File: src/rtl/clkrt_pkg.sv
// Shared definitions for the clock routing register file.
// Assumes a 16-bit access word with fixed field positions.
package clkrt_pkg;
    typedef enum logic [1:0] {
        KIND_PLAIN = 2'd0,
        KIND_RTC   = 2'd1,
        KIND_WDT   = 2'd2
    } ch_kind_e;

    localparam int WORD_W   = 16;
    localparam int ID_W     = 6;
    localparam int GEN_W    = 4;
    localparam int GEN_LSB  = 8;
    localparam int EN_BIT   = 14;
    localparam int LOCK_BIT = 15;

    // Picks the reset behaviour of a channel from its index.
    function automatic ch_kind_e kind_of(input int idx, input int rtc_id, input int wdt_id);
        if (idx == rtc_id) return KIND_RTC;
        if (idx == wdt_id) return KIND_WDT;
        return KIND_PLAIN;
    endfunction
endpackage

File: src/rtl/clkrt_wr_decode.sv
// Turns a write strobe and a channel ID into one write enable per channel.
// Assumes: IDs at or above NUM_CH match no channel, so those writes are dropped.
module clkrt_wr_decode #(
    parameter int NUM_CH = 28,
    parameter int ID_W   = 6
) (
    input  logic              cfg_we,
    input  logic [ID_W-1:0]   id,
    output logic [NUM_CH-1:0] we_vec
);
    for (genvar i = 0; i < NUM_CH; i++) begin : g_dec
        // One comparator per channel.
        assign we_vec[i] = cfg_we && (id == ID_W'(i));
    end


    always_comb begin
        reserved_no_we_chk: assert (!(cfg_we && id >= ID_W'(NUM_CH)) || we_vec == '0);
    end
endmodule

File: src/rtl/clkrt_entry.sv
// One clock-control entry: generator selection, enable and write lock.
// KIND chooses the reset behaviour:
//   plain - clears when unlocked;
//   RTC   - survives a user reset while enabled;
//   WDT   - takes its defaults from the non-volatile bits.
// Assumes: synchronous active-low resets, and the power reset has priority.
module clkrt_entry #(
    parameter clkrt_pkg::ch_kind_e KIND    = clkrt_pkg::KIND_PLAIN,
    parameter int                  GEN_W   = 4,
    parameter logic [GEN_W-1:0]    WDT_GEN = GEN_W'(2)
) (
    input  logic             clk,
    input  logic             por_n,
    input  logic             usr_n,
    input  logic             nv_en,
    input  logic             nv_aon,
    input  logic             we,
    input  logic [GEN_W-1:0] wr_gen,
    input  logic             wr_en,
    input  logic             wr_lock,
    output logic [GEN_W-1:0] gen,
    output logic             en,
    output logic             lock
);
    import clkrt_pkg::*;

    localparam bit IS_WDT = (KIND == KIND_WDT);
    localparam bit IS_RTC = (KIND == KIND_RTC);

    logic unused_nv;
    assign unused_nv = nv_en ^ nv_aon;

    // Entry state update: power reset, then user reset, then an unlocked write.
    always_ff @(posedge clk) begin
        if (!por_n) begin
            gen  <= IS_WDT ? WDT_GEN : '0;
            en   <= IS_WDT ? nv_en : 1'b0;
            lock <= IS_WDT ? nv_aon : 1'b0;
        end else if (!usr_n) begin
            if (!lock) begin
                if (IS_WDT) begin
                    gen <= WDT_GEN;
                    en  <= nv_en;
                end else if (IS_RTC) begin
                    if (!en) gen <= '0;
                end else begin
                    gen <= '0;
                    en  <= 1'b0;
                end
            end
        end else if (we && !lock) begin
            gen  <= wr_gen;
            en   <= wr_en;
            lock <= wr_lock;
        end
    end


    lock_hold_chk: assert property (@(posedge clk) disable iff (!por_n)
        lock |=> lock);


    locked_stable_chk: assert property (@(posedge clk) disable iff (!por_n)
        lock |=> ($stable(gen) && $stable(en)));

    if (IS_RTC) begin : g_rtc_chk

        rtc_keep_chk: assert property (@(posedge clk) disable iff (!por_n)
            (!usr_n && en) |=> en);
    end else if (IS_WDT) begin : g_wdt_chk

        wdt_reload_chk: assert property (@(posedge clk) disable iff (!por_n)
            (!usr_n && !lock) |=> (gen == WDT_GEN && en == $past(nv_en)));
    end else begin : g_plain_chk

        plain_clear_chk: assert property (@(posedge clk) disable iff (!por_n)
            (!usr_n && !lock) |=> (gen == '0 && !en));
    end
endmodule

File: src/rtl/clkrt_rd_mux.sv
// Builds the packed read word for the selected channel.
// Assumes: a reserved pointer returns only its ID, with all other fields zero.
module clkrt_rd_mux #(
    parameter int NUM_CH = 28,
    parameter int ID_W   = 6,
    parameter int GEN_W  = 4
) (
    input  logic [ID_W-1:0]         ptr,
    input  logic [NUM_CH*GEN_W-1:0] gen_flat,
    input  logic [NUM_CH-1:0]       en_vec,
    input  logic [NUM_CH-1:0]       lock_vec,
    output logic [15:0]             rd_data
);
    import clkrt_pkg::*;

    logic [GEN_W-1:0] sel_gen;
    logic             sel_en;
    logic             sel_lock;

    // Selects the fields of the channel that the pointer names.
    always_comb begin
        sel_gen  = '0;
        sel_en   = 1'b0;
        sel_lock = 1'b0;
        for (int i = 0; i < NUM_CH; i++) begin
            if (ptr == ID_W'(i)) begin
                sel_gen  = gen_flat[i*GEN_W +: GEN_W];
                sel_en   = en_vec[i];
                sel_lock = lock_vec[i];
            end
        end
    end

    // Packs the fields into the access word.
    always_comb begin
        rd_data                           = '0;
        rd_data[ID_W-1:0]                 = ptr;
        rd_data[GEN_LSB +: GEN_W]         = sel_gen;
        rd_data[EN_BIT]                   = sel_en;
        rd_data[LOCK_BIT]                 = sel_lock;
    end


    always_comb begin
        reserved_read_chk: assert (ptr < ID_W'(NUM_CH) || rd_data[15:ID_W] == '0);
    end
endmodule

File: src/rtl/clk_route_regs.sv
// Top level of the lockable clock routing register file.
// Holds NUM_CH entries that are reached through a select pointer.
// Assumes: GEN_W matches the 4-bit generator field of the access word, and NUM_CH fits in ID_W bits.
module clk_route_regs #(
    parameter int NUM_CH  = 28,
    parameter int RTC_ID  = 2,
    parameter int WDT_ID  = 1,
    parameter int WDT_GEN = 2
) (
    input  logic                                clk,
    input  logic                                por_n,
    input  logic                                usr_rst_n,
    input  logic                                nv_wdt_en,
    input  logic                                nv_wdt_aon,
    input  logic                                sel_we,
    input  logic                                cfg_we,
    input  logic [15:0]                         wr_data,
    output logic [15:0]                         rd_data,
    output logic [NUM_CH-1:0]                   ch_en,
    output logic [NUM_CH*clkrt_pkg::GEN_W-1:0]  ch_gen
);
    import clkrt_pkg::*;

    logic [ID_W-1:0]   ptr;
    logic [ID_W-1:0]   wr_id;
    logic [GEN_W-1:0]  wr_gen;
    logic              wr_en;
    logic              wr_lock;
    logic [NUM_CH-1:0] we_vec;
    logic [NUM_CH-1:0] lock_vec;
    logic              unused_bits;

    assign wr_id       = wr_data[ID_W-1:0];
    assign wr_gen      = wr_data[GEN_LSB +: GEN_W];
    assign wr_en       = wr_data[EN_BIT];
    assign wr_lock     = wr_data[LOCK_BIT];
    assign unused_bits = ^{wr_data[GEN_LSB-1:ID_W], wr_data[EN_BIT-1:GEN_LSB+GEN_W]};

    // Select pointer: cleared by either reset, loaded by any access.
    always_ff @(posedge clk) begin
        if (!por_n || !usr_rst_n) ptr <= '0;
        else if (sel_we || cfg_we) ptr <= wr_id;
    end

    clkrt_wr_decode #(.NUM_CH(NUM_CH), .ID_W(ID_W)) u_dec (
        .cfg_we (cfg_we),
        .id     (wr_id),
        .we_vec (we_vec)
    );

    for (genvar i = 0; i < NUM_CH; i++) begin : g_ch
        clkrt_entry #(
            .KIND    (kind_of(i, RTC_ID, WDT_ID)),
            .GEN_W   (GEN_W),
            .WDT_GEN (GEN_W'(WDT_GEN))
        ) u_entry (
            .clk     (clk),
            .por_n   (por_n),
            .usr_n   (usr_rst_n),
            .nv_en   (nv_wdt_en),
            .nv_aon  (nv_wdt_aon),
            .we      (we_vec[i]),
            .wr_gen  (wr_gen),
            .wr_en   (wr_en),
            .wr_lock (wr_lock),
            .gen     (ch_gen[i*GEN_W +: GEN_W]),
            .en      (ch_en[i]),
            .lock    (lock_vec[i])
        );
    end

    clkrt_rd_mux #(.NUM_CH(NUM_CH), .ID_W(ID_W), .GEN_W(GEN_W)) u_rd (
        .ptr      (ptr),
        .gen_flat (ch_gen),
        .en_vec   (ch_en),
        .lock_vec (lock_vec),
        .rd_data  (rd_data)
    );


    reserved_stable_chk: assert property (@(posedge clk) disable iff (!por_n)
        (cfg_we && usr_rst_n && wr_id >= ID_W'(NUM_CH)) |=> ($stable(ch_en) && $stable(ch_gen)));


    ptr_load_chk: assert property (@(posedge clk) disable iff (!por_n)
        (usr_rst_n && (sel_we || cfg_we)) |=> (rd_data[ID_W-1:0] == $past(wr_id)));
endmodule

File: config.mk
export PLATFORM = sky130hd
export DESIGN_NAME = clk_route_regs
export DESIGN_NICKNAME = d
export VERILOG_FILES = /design/src/rtl/clkrt_pkg.sv /design/src/rtl/clkrt_wr_decode.sv /design/src/rtl/clkrt_entry.sv /design/src/rtl/clkrt_rd_mux.sv /design/src/rtl/clk_route_regs.sv
export SDC_FILE = /design/constraint.sdc
export NUM_CORES = 1
export LEC_CHECK = 0
export BUFFER_PORTS_ARGS = -buffer_cell sky130_fd_sc_hd__buf_2
export CORE_MARGIN = 3
export CORE_UTILIZATION = 45
export DETAILED_ROUTE_END_ITERATION = 16
export PLACE_DENSITY = 0.75
export REMOVE_ABC_BUFFERS = 1
export SETUP_SLACK_MARGIN = 0.15
export SLEW_MARGIN = 0
export SYNTH_ARGS = -nofsm -noshare
export SYNTH_HDL_FRONTEND = slang
export SYNTH_HIERARCHICAL = 1
export SYNTH_SLANG_ARGS = --single-unit
File: constraint.sdc
create_clock -name clk -period 3.2 [get_ports clk]
set_input_delay 0.16 -clock clk [delete_from_list [all_inputs] [get_ports clk]]
set_output_delay 0.16 -clock clk [all_outputs]
set_load 0.01 [all_outputs]
==> run metrics, run 1 <==
clock network fraction of total power=44.8%; post-synthesis async set-or-reset flop share=0%; outcome=completed; placeable core area=20620 µm²; per-cell via count in the routed design=6.154; routed wire length per instance=between 20 and 25 µm; critical path required time=3.04 ns; start point of the worst min-delay path=nv_wdt_en; terminus of the critical flop-to-flop path=ptr[0]; Crit Reg-Reg Startpoint=ptr[0]; FF+latch count, synth=174; fin crit period=3.009 ns; fraction of final layout cells with drive strength greater than 1=26.32%; worst-skew pair later-pin latency=0.44 ns; final WL=32.97 mm; switching component of the power=roughly 0.0012 W; Post-Place Setup Slack=0.5650 ns; EDFF count, synth=2; net total in the final layout=around 1.3k; sequential element share of the synthesized area=36.34%; largest net degree at the start of global routing=104; combined area of all synthesized cells=9642 µm²; height of the chip=152.4 µm; main flop type after synthesis=sky130_fd_sc_hd__dfxtp_1; slack of the worst reg-to-reg path=1.77 ns; post-synthesis average cell area=8.480 µm²; final setup violation count=0; number of vias in the routed layout=9637; starting utilization of the core area=around 47%; TNS Setup=0 ns; fill cell count=1907; type of origin of the critical path=flip-flop; Detailed Routing Iterations Pass 1=6; hold path depth=2; HP Class=input pin to flip-flop; slew at the pin closest to its max-slew limit=1.037 ns; residual overflow from global routing=0; Die W=152.4 µm; Site Rows=52; number of nets with antenna violations after routing=0; die footprint=23220 µm²; maximum frequency from static timing analysis=332.3 MHz; synthesized instance count=1137; P_leak=4.630 nW; Critical Path Fanout Max=24; number of remaining DRC errors=0; global-route wire length before repair=about 51 mm; register share of total power=45.6%; initial antenna violation count=6; critical path type=flip-flop to output port; worst setup margin=0.1909 ns; number of buffers between clock root and the deepest sink=2; post-route clock skew=about 0.0048 ns; routability congestion estimate=0.9432; max-slew violation total from the final report=0; CTS H-Tree Depth=4; setup repair after global routing missed its margin=true; arrival time at the worst endpoint=2.85 ns; TritonCTS clock tree=built; PwrDens=~430 nW/µm²; Synthesis Warnings=6; peak supply drop=0.0003726 V; number of global-route vias before repair=8925; top-level port count=roughly 180; CTS Root Buffer Type=sky130_fd_sc_hd__clkbuf_16; period utilisation layout=94.03%; Max Cap Violations=0; Netlist cell types=78; switching share of power=25.80%; proportion of power drawn by combinational gates=9.7%; Worst Setup End Kind=output port; half-perimeter wire length of the detailed placement result=22.54 mm; number of clock buffers inserted by TritonCTS=17; global routing usage summed across all routing layers=27.27%; input/output buffers=170; normalized max-slew margin=30.83%; area added between synthesis and finish=16.74%; share of Yosys cell area claimed by the top area cell type=35.71%; final hold violation count=0; WHS Endpoint=g_ch[1].u_entry/en; number of sinks on the clock net=roughly 170; clock transition at the registers of the reported paths=~0.060 ns; number of design-rule violations left by the first detailed-router iteration=roughly 1.2k; most area-consuming cells after synthesis=sky130_fd_sc_hd__dfxtp_1 (36%), sky130_fd_sc_hd__nand2_1 (11%), sky130_fd_sc_hd__o22ai_1 (9.1%); most area-hungry cell type in the Yosys netlist=sky130_fd_sc_hd__dfxtp_1; Worst Reg-to-Reg Cells=3; internal power=about 0.0036 W
[power groups by stage]
| stage | clock network, W | logic (W) | registers [W] |
|---|---|---|---|
| after floorplan | 0 | 0.000200 | 0.00226 |
| after global placement | 0 | 0.000438 | 0.00225 |
| after detailed placement | 0 | 0.000446 | 0.00225 |
| after CTS | 0.00217 | 0.000453 | 0.00220 |
| after global routing | 0.00225 | 0.000501 | 0.00220 |
| final | 0.00217 | 0.000467 | 0.00220 |
[critical path, cell delays in order, from the launching register on]
cell,delay (ns)
sky130_fd_sc_hd__dfxtp_4,0.59
sky130_fd_sc_hd__buf_4,0.39
sky130_fd_sc_hd__mux2_2,0.37
sky130_fd_sc_hd__a32o_1,0.28
sky130_fd_sc_hd__a2111oi_0,0.42
sky130_fd_sc_hd__a211oi_1,0.18
sky130_fd_sc_hd__buf_2,0.17
[sequential cells by signal, summed over array words and instances (netlist names)]
signal,count
g_ch.u_entry/lock,28
ptr,6
g_ch.u_entry/gen,112
g_ch.u_entry/en,28
[synthesized netlist by cell type (4+ instances only)]
| library cell | instances |
|---|---|
| sky130_fd_sc_hd__nand2_1 | 288 |
| sky130_fd_sc_hd__dfxtp_1 | 172 |
| sky130_fd_sc_hd__o22ai_1 | 140 |
| sky130_fd_sc_hd__nor2_1 | 50 |
| sky130_fd_sc_hd__o21ai_0 | 43 |
| sky130_fd_sc_hd__buf_2 | 41 |
| sky130_fd_sc_hd__a31oi_1 | 31 |
| sky130_fd_sc_hd__nor2b_1 | 29 |
| sky130_fd_sc_hd__a21oi_1 | 28 |
| sky130_fd_sc_hd__inv_2 | 27 |
| sky130_fd_sc_hd__mux2i_1 | 27 |
| sky130_fd_sc_hd__a21oi_4 | 26 |
| sky130_fd_sc_hd__nand3b_4 | 26 |
| sky130_fd_sc_hd__buf_4 | 18 |
| sky130_fd_sc_hd__nand3_1 | 12 |
| sky130_fd_sc_hd__o211ai_1 | 10 |
| sky130_fd_sc_hd__mux2_2 | 9 |
| sky130_fd_sc_hd__nor3_1 | 9 |
| sky130_fd_sc_hd__clkbuf_1 | 8 |
| sky130_fd_sc_hd__mux4_2 | 8 |
| sky130_fd_sc_hd__or3b_1 | 8 |
| sky130_fd_sc_hd__nand3b_1 | 7 |
| sky130_fd_sc_hd__buf_6 | 6 |
| sky130_fd_sc_hd__inv_1 | 6 |
| sky130_fd_sc_hd__a22oi_1 | 5 |
| sky130_fd_sc_hd__a32o_1 | 5 |
| sky130_fd_sc_hd__a211oi_1 | 4 |
| sky130_fd_sc_hd__a221oi_1 | 4 |
| sky130_fd_sc_hd__a32oi_1 | 4 |
| sky130_fd_sc_hd__nand2b_1 | 4 |
| sky130_fd_sc_hd__nand4b_1 | 4 |
| sky130_fd_sc_hd__o21ai_1 | 4 |
[cells by family after synthesis]
kind of cell           synth area share [%]
multiplexers                          5.878
AO/OA/AOI/OAI                         25.19
other                               0.03889
flip-flops                            36.34
buffers and inverters                 5.995
AND/OR/NAND/NOR                       26.56
[area by class of cell]
cell class	instances	area, µm²	share of cell area (%)
diodes	4	10.01	0.08893
multi-input cells	856	5590	49.67
clock inverters	10	137.6	1.223
inverters	34	127.6	1.134
clock buffers	21	460.4	4.091
well taps	270	337.8	3.001
flip-flops and latches	174	3516	31.24
repair buffers	197	1076	9.560
[routing by layer]
metal | wire length (µm) | track usage [%] | vias to the layer above | share of wire [%]
li1 | - | - | 4419 | -
met2 | 15090 | 43.31 | 546 | 46
met1 | 13920 | 36.40 | 4592 | 42
met3 | 2896 | 5.481 | 76 | 8.8
met4 | 1033 | 11.22 | 4 | 3.1
met5 | 34 | 0 | - | 0.10
[worst max-delay path by stage]
stage,startpoint,endpoint,slack (ns),cells after the start
final,ptr[0],rd_data[14],0.19,6
after global routing,ptr[0],rd_data[14],0.1,6
after CTS,ptr[4],rd_data[14],0.14,5
after detailed placement,ptr[2],rd_data[14],0.57,7
after global placement,ptr[2],rd_data[14],0.62,7
after floorplan,ptr[0],rd_data[10],-1.32,5
[per-stage QoR]
| stage | util, % | std cells | cell area, µm² | hold slack (ns) | power, W |
|---|---|---|---|---|---|
| 5_1_grt | 54.57 | 1566 | 11260 | 0.01825 | 0.004956 |
| 4_1_cts | 54.33 | 1558 | 11210 | 0.009271 | 0.004822 |
| 2_1_floorplan | - | 1064 | 9203 | 0.2858 | 0.002461 |
| 3_3_place_gp | 51.28 | 1526 | 10580 | 0.4630 | 0.002692 |
| 6_report | 54.57 | 1566 | 11260 | 0.02046 | 0.004836 |
| 3_5_place_dp | 51.28 | 1526 | 10580 | 0.4633 | 0.002700 |
[cell usage in the layout, fill, tap and decap left out, types with 9 or more instances in the layout]
| cell type | Yosys | final |
|---|---|---|
| sky130_fd_sc_hd__mux2i_1 | 27 | 27 |
| sky130_fd_sc_hd__buf_2 | 41 | 168 |
| sky130_fd_sc_hd__nand3_1 | 12 | 12 |
| sky130_fd_sc_hd__nand3b_4 | 26 | 26 |
| sky130_fd_sc_hd__a21oi_4 | 26 | 26 |
| sky130_fd_sc_hd__nand2_1 | 288 | 288 |
| sky130_fd_sc_hd__inv_2 | 27 | 27 |
| sky130_fd_sc_hd__dfxtp_1 | 172 | 166 |
| sky130_fd_sc_hd__clkbuf_16 | 0 | 17 |
| sky130_fd_sc_hd__a21oi_1 | 28 | 28 |
| sky130_fd_sc_hd__o21ai_0 | 43 | 43 |
| sky130_fd_sc_hd__o211ai_1 | 10 | 10 |
| sky130_fd_sc_hd__nor2b_1 | 29 | 29 |
| sky130_fd_sc_hd__a31oi_1 | 31 | 31 |
| sky130_fd_sc_hd__nor2_1 | 50 | 49 |
| sky130_fd_sc_hd__o22ai_1 | 140 | 140 |
| sky130_fd_sc_hd__mux2_2 | 9 | 9 |
| sky130_fd_sc_hd__nor3_1 | 9 | 9 |
| sky130_fd_sc_hd__buf_4 | 18 | 26 |
[timing repair]
| item | CTS | global route |
|---|---|---|
| gates resized for setup | 2 | 6 |
| endpoints found under the setup margin | 2 | 5 |
| hold buffers | 0 | 0 |
| buffers inserted | 1 | 4 |
Power figures use the tool's default switching activity.
==> inputs of run 2 (changes only) <==
--- a/config.mk
+++ b/config.mk
@@ -6,7 +6,6 @@
 export NUM_CORES = 1
 export LEC_CHECK = 0
 export BUFFER_PORTS_ARGS = -buffer_cell sky130_fd_sc_hd__buf_2
-export CORE_MARGIN = 3
 export CORE_UTILIZATION = 45
 export DETAILED_ROUTE_END_ITERATION = 16
 export PLACE_DENSITY = 0.75
==> run 2 against run 1 <==
Register-to-register slack lost 0.02 ns. Die area down 5.2%. Power increased by 1.9%. Clock-buffer cell count is 1 higher. Largest power group is now the clock network. Final cell count grew 0.19%. Core utilization is 0.89 points lower. Critical path depth increased by 1. Clock power increased by 4%.
==> run metrics, run 2 (same netlist as run 1, synthesis figures left out) <==
outcome=completed; fraction of final layout cells with drive strength greater than 1=26.03%; type of origin of the critical path=flip-flop; arrival time at the worst endpoint=2.92 ns; largest register by flop count=g_ch.u_entry/gen; HP Class=input pin to flip-flop; worst-skew pair later-pin latency=0.44 ns; global-route wire length before repair=roughly 50 mm; slew at the pin closest to its max-slew limit=0.9018 ns; stage delay of the slowest cell on the critical path=roughly 0.60 ns; routed wire length per instance=20.83 µm; PwrDens=roughly 440 nW/µm²; CP Cell Sequence=buf_4 -> nor2_1 -> nand3b_1 -> o32ai_1 -> a2111oi_0 -> a211oi_1 -> buf_2; number of vias in the routed layout=about 9.6k; height of the chip=148.4 µm; TritonCTS clock tree=built; residual overflow from global routing=0; final hold violation count=0; starting utilization of the core area=45.87%; post-route clock skew=0.004010 ns; worst hold slack after final layout=roughly 0.021 ns; period utilisation layout=a little over nine tenths; number of global-route vias before repair=8680; routability congestion estimate=0.8829; fill cell count=1951; largest net degree at the start of global routing=106; die footprint=22020 µm²; most used cells in the layout excluding fill and tap cells=sky130_fd_sc_hd__nand2_1 (288), sky130_fd_sc_hd__buf_2 (168), sky130_fd_sc_hd__dfxtp_1 (167), sky130_fd_sc_hd__o22ai_1 (140), sky130_fd_sc_hd__nor2_1 (50); net total in the final layout=1302; per-cell via count in the routed design=6.117; leading cell type in the layout, fill and taps excluded=sky130_fd_sc_hd__nand2_1; maximum frequency from static timing analysis=324.5 MHz; DP Cell Count=about 1.5k; fin crit period=3.082 ns; CTS H-Tree Depth=4; normalized max-slew margin=39.33%; input/output buffers=170; Site Rows=53; initial antenna violation count=3; clock transition at the registers of the reported paths=0.07 ns; Worst Setup End Kind=output port; Critical Path Fanout Max=26; half-perimeter wire length of the detailed placement result=22.14 mm; placeable core area=between 20000 and 25000 µm²; number of nets with antenna violations after routing=0; P_leak=4.637 nW; global routing usage summed across all routing layers=29.04%; number of design-rule violations left by the first detailed-router iteration=roughly 1.1k; setup repair after global routing missed its margin=true; Max Cap Violations=0; Detailed Routing Iterations Pass 1=5; Final Non-Filler Cells=1569; number of flip-flops in the largest register=112; number of clock buffers inserted by TritonCTS=17; number of sinks on the clock net=174; final WL=32.69 mm; final setup violation count=0; cell type of the slowest stage on the worst timing path=sky130_fd_sc_hd__o32ai_1; largest registers=g_ch.u_entry/gen x112, g_ch.u_entry/en x28, g_ch.u_entry/lock x28; critical path required time=3.04 ns; number of remaining DRC errors=0; number of buffers between clock root and the deepest sink=2; slack of the worst reg-to-reg path=1.75 ns; max-slew violation total from the final report=0; peak supply drop=0.0003872 V; top-level port count=179; area added between synthesis and finish=17.04%; critical path type=flip-flop to output port; CTS Root Buffer Type=sky130_fd_sc_hd__clkbuf_16; Die W=around 150 µm
[run 2: timing repair]
action                                 4_1_cts  5_1_grt
gates cloned                                 0        0
resized for setup                            2        2
setup endpoints to repair                    4        4
pin swaps                                    0        0
hold buffers                                 0        0
buffers inserted                             1        0
endpoints found under the hold margin        0        0
[run 2: per-stage QoR]
step                      total power [W]  TNS (ns)  setup WS (ns)  utilization, %  cell area [µm²]
final                            0.004930         0         0.1182           53.68            11280
after global routing             0.005034         0         0.1341           53.68            11280
after CTS                        0.004917         0         0.1978           53.63            11270
after detailed placement         0.002705         0         0.5006           50.51            10620
after global placement           0.002696         0         0.5208           50.51            10620
after floorplan                  0.002461    -6.756         -1.315               -             9203
[run 2: critical path, delay by kind of cell, from the launching register on]
kind            cells  cell delay [ns]
simple gates        2             0.62
compound gates      3             1.12
flops               1             0.31
buf+inv             2             0.43
[run 2: metal layers]
layer / GRT usage [%] / vias to the layer above / part of all wire [%]
met5: 0 / - / 0
met4: 12.47 / 0 / 3.5
met3: 5.460 / 81 / 9.5
met2: 45.42 / 538 / 46
met1: 39.00 / 4559 / 41
li1: - / 4419 / -
[run 2: power breakdown]
| part | total, W | switching, W | leakage [nW] | internal, W |
|---|---|---|---|---|
| registers | 0.00220 | 0.0000259 | 1.41 | 0.00218 |
| clock network | 0.00225 | 0.000886 | 0.306 | 0.00137 |
| logic | 0.000472 | 0.000326 | 2.92 | 0.000146 |
[run 2: worst paths after layout]
check	from	end	depth (start not counted)
max reg2reg	ptr[1]	ptr[1]	3
min	nv_wdt_en	g_ch[1].u_entry/en	2
min reg2reg	g_ch[14].u_entry/gen[1]	g_ch[14].u_entry/gen[1]	2
max	ptr[2]	rd_data[14]	7
[run 2: cell type report]
| class | instances | area (µm²) | area share, % |
|---|---|---|---|
| diodes | 3 | 7.507 | 0.06653 |
| well taps | 275 | 344.1 | 3.049 |
| repair buffers | 196 | 1086 | 9.624 |
| clock buffers | 22 | 474.2 | 4.202 |
| inverters | 34 | 127.6 | 1.131 |
| multi-input cells | 856 | 5572 | 49.37 |
| clock inverters | 9 | 158.9 | 1.408 |
| flip-flops and latches | 174 | 3515 | 31.15 |
==> inputs of run 3 (changes only) <==
==> constraint.sdc (replaced) <==
create_clock -name clk -period 3.8 [get_ports clk]
set_input_delay 0.19 -clock clk [delete_from_list [all_inputs] [get_ports clk]]
set_output_delay 0.19 -clock clk [all_outputs]
set_load 0.01 [all_outputs]
==> run 3 against run 2 <==
Hold slack gained 0.036 ns. Via count shrank 1.1%. Clock power is 9.8% lower. Sequential power decreased by 15%. Sequential share of layout area rose by 0.097 points. Clock skew is 0.0024 ns higher. Die area unchanged. Critical path type unchanged. Critical endpoint is now rd_data[15].
==> run metrics, run 3 (same netlist as run 1, synthesis figures left out) <==
Hold-fix buffers, CTS=0; register share of total power=between 40% and 50%; starting utilization of the core area=a little under half; input/output buffers=170; summed area of non-filler cells in the final layout=roughly 11000 µm²; number of nets with antenna violations after routing=0; final setup violation count=0; largest register by flop count=g_ch.u_entry/gen; Final Non-Filler Cells=~1.6k; Critical Path Fanout Max=24; global routing usage summed across all routing layers=28.39%; normalized max-slew margin=31.80%; Die W=148.4 µm; switching share of power=around a quarter; final WL=between 30 and 40 mm; worst setup margin=0.5057 ns; worst-skew pair later-pin latency=roughly 0.44 ns; slack of the worst reg-to-reg path=2.11 ns; clock transition at the registers of the reported paths=0.06 ns; switching component of the power=0.001034 W; area added between synthesis and finish=16.47%; routed wire length per instance=20.49 µm; height of the chip=148.4 µm; HP Class=input pin to flip-flop; number of buffers between clock root and the deepest sink=2; post-route clock skew=~0.0064 ns; Worst Setup EP=rd_data[15]; routability congestion estimate=0.9310; cell type of the slowest stage on the worst timing path=sky130_fd_sc_hd__nor4_2; fraction of final layout cells with drive strength greater than 1=between 20% and 30%; arrival time at the worst endpoint=3.10 ns; net total in the final layout=roughly 1.3k; global-route wire length before repair=48.36 mm; Worst Setup End Kind=output port; dominant cell type by count on the critical path=sky130_fd_sc_hd__o211ai_1; fill cell count=slightly below 2k; P_leak=4.595 nW; count of buffers added by post-CTS timing repair for setup=0; die footprint=22020 µm²; placed cell areas=around 11000 µm²; initial antenna violation count=3; period utilisation layout=86.69%; most used cells in the layout excluding fill and tap cells=sky130_fd_sc_hd__nand2_1 (288), sky130_fd_sc_hd__dfxtp_1 (170), sky130_fd_sc_hd__buf_2 (168), sky130_fd_sc_hd__o22ai_1 (140), sky130_fd_sc_hd__nor2_1 (50); total of cells resized after clock tree synthesis=0; fin crit period=around 3.3 ns; number of vias in the routed layout=about 9.5k; outcome=completed; internal power=0.003236 W; critical path type=flip-flop to output port; Max Cap Violations=0; type of origin of the critical path=flip-flop; Worst Reg-to-Reg Cells=3; PwrDens=between 300 and 400 nW/µm²; Crit Reg-Reg Startpoint=ptr[0]; Detailed Routing Iterations Pass 1=5; routed wl met3=2.912 mm; routed length on met1=13.29 mm; number of sinks on the clock net=174; residual overflow from global routing=0; slew at the pin closest to its max-slew limit=1.023 ns; maximum frequency from static timing analysis=about 300 MHz; TNS Setup=0 ns; TritonCTS clock tree=built; Site Rows=53; critical path required time=3.61 ns; number of design-rule violations left by the first detailed-router iteration=1170; Post-Place Setup Slack=approximately 1.1 ns; DP Cell Count=1524; leading cell type in the layout, fill and taps excluded=sky130_fd_sc_hd__nand2_1; start point of the worst min-delay path=wr_data[5]; number of clock buffers inserted by TritonCTS=17; CP Cell Sequence=nor4_2 -> a21boi_1 -> a221oi_1 -> o32ai_1 -> o211ai_1 -> o211ai_1 -> buf_2; setup repair after global routing missed its margin=false; clock network fraction of total power=about 48%; max-slew violation total from the final report=0; number of flip-flops in the largest register=around 110; CTS H-Tree Depth=4; placeable core area=21020 µm²; launch point of the critical path=ptr[3]; CTS Root Buffer Type=sky130_fd_sc_hd__clkbuf_16; per-cell via count in the routed design=6.089; largest registers=g_ch.u_entry/gen x112, g_ch.u_entry/en x28, g_ch.u_entry/lock x28; top-level port count=179; largest net degree at the start of global routing=approximately 170; top sig layer=met4; number of remaining DRC errors=0; peak supply drop=0.0003078 V; Met2 Routed Length=approximately 15 mm; number of global-route vias before repair=8529; half-perimeter wire length of the detailed placement result=approximately 21 mm; proportion of power drawn by combinational gates=9.0%; terminus of the critical flop-to-flop path=ptr[0]; final hold violation count=0; stage delay of the slowest cell on the critical path=0.70 ns
## run 3: cell count changes in the layout (fill, tap and decap cells not counted), moves of 2 or more
cell and change:
sky130_fd_sc_hd__buf_4 -10, sky130_fd_sc_hd__bufinv_16 +2, sky130_fd_sc_hd__clkinv_4 -2, sky130_fd_sc_hd__dfxtp_1 +3
sky130_fd_sc_hd__dfxtp_2 -2
## run 3: cell type report
class	count	area, µm²	share of cell area [%]
sequential	174	3508	31.24
clock buffer	22	474.2	4.223
inverter	34	127.6	1.136
tap	275	344.1	3.064
multi-input combinational	856	5572	49.62
timing repair buffer	185	991.0	8.825
antenna	3	7.507	0.06685
clock inverter	9	205.2	1.827
## run 3: worst min-delay path by stage
stage,to,slack (ns),cells past startpoint
4_1_cts,ptr[5],0.05,3
3_3_place_gp,g_ch[5].u_entry/gen[1],0.46,2
3_5_place_dp,g_ch[5].u_entry/gen[3],0.47,2
2_1_floorplan,g_ch[2].u_entry/gen[0],0.32,1
5_1_grt,g_ch[1].u_entry/en,0.05,2
6_report,ptr[5],0.06,3
## run 3: power groups by stage
stage | sequential, W | combinational [W] | clock, W
floorplan | 0.00190 | 0.000168 | 0
global placement | 0.00190 | 0.000364 | 0
detailed placement | 0.00190 | 0.000371 | 0
CTS | 0.00186 | 0.000373 | 0.00204
global route | 0.00186 | 0.000409 | 0.00211
finish | 0.00186 | 0.000383 | 0.00203
## run 3: worst max-delay path, delay by kind of cell (launching register included)
family,cells,cell delay [ns]
flops,1,0.58
compound gates,5,1.19
simple gates,1,0.70
buf+inv,1,0.19
## run 3: metrics by stage
step / util (%) / hold WS (ns) / power [W]
6_report: 53.42 / 0.05727 / 0.004270
2_1_floorplan: - / 0.3158 / 0.002072
3_5_place_dp: 50.15 / 0.4690 / 0.002270
3_3_place_gp: 50.15 / 0.4639 / 0.002262
5_1_grt: 53.42 / 0.05246 / 0.004376
4_1_cts: 53.38 / 0.04552 / 0.004271
## run 3: metal layers
layer / global-route usage [%] / vias to the layer above
met1: 38.24 / 4496
met5: 0 / -
met4: 13.92 / 0
met2: 43.59 / 513
met3: 5.215 / 80
li1: - / 4398
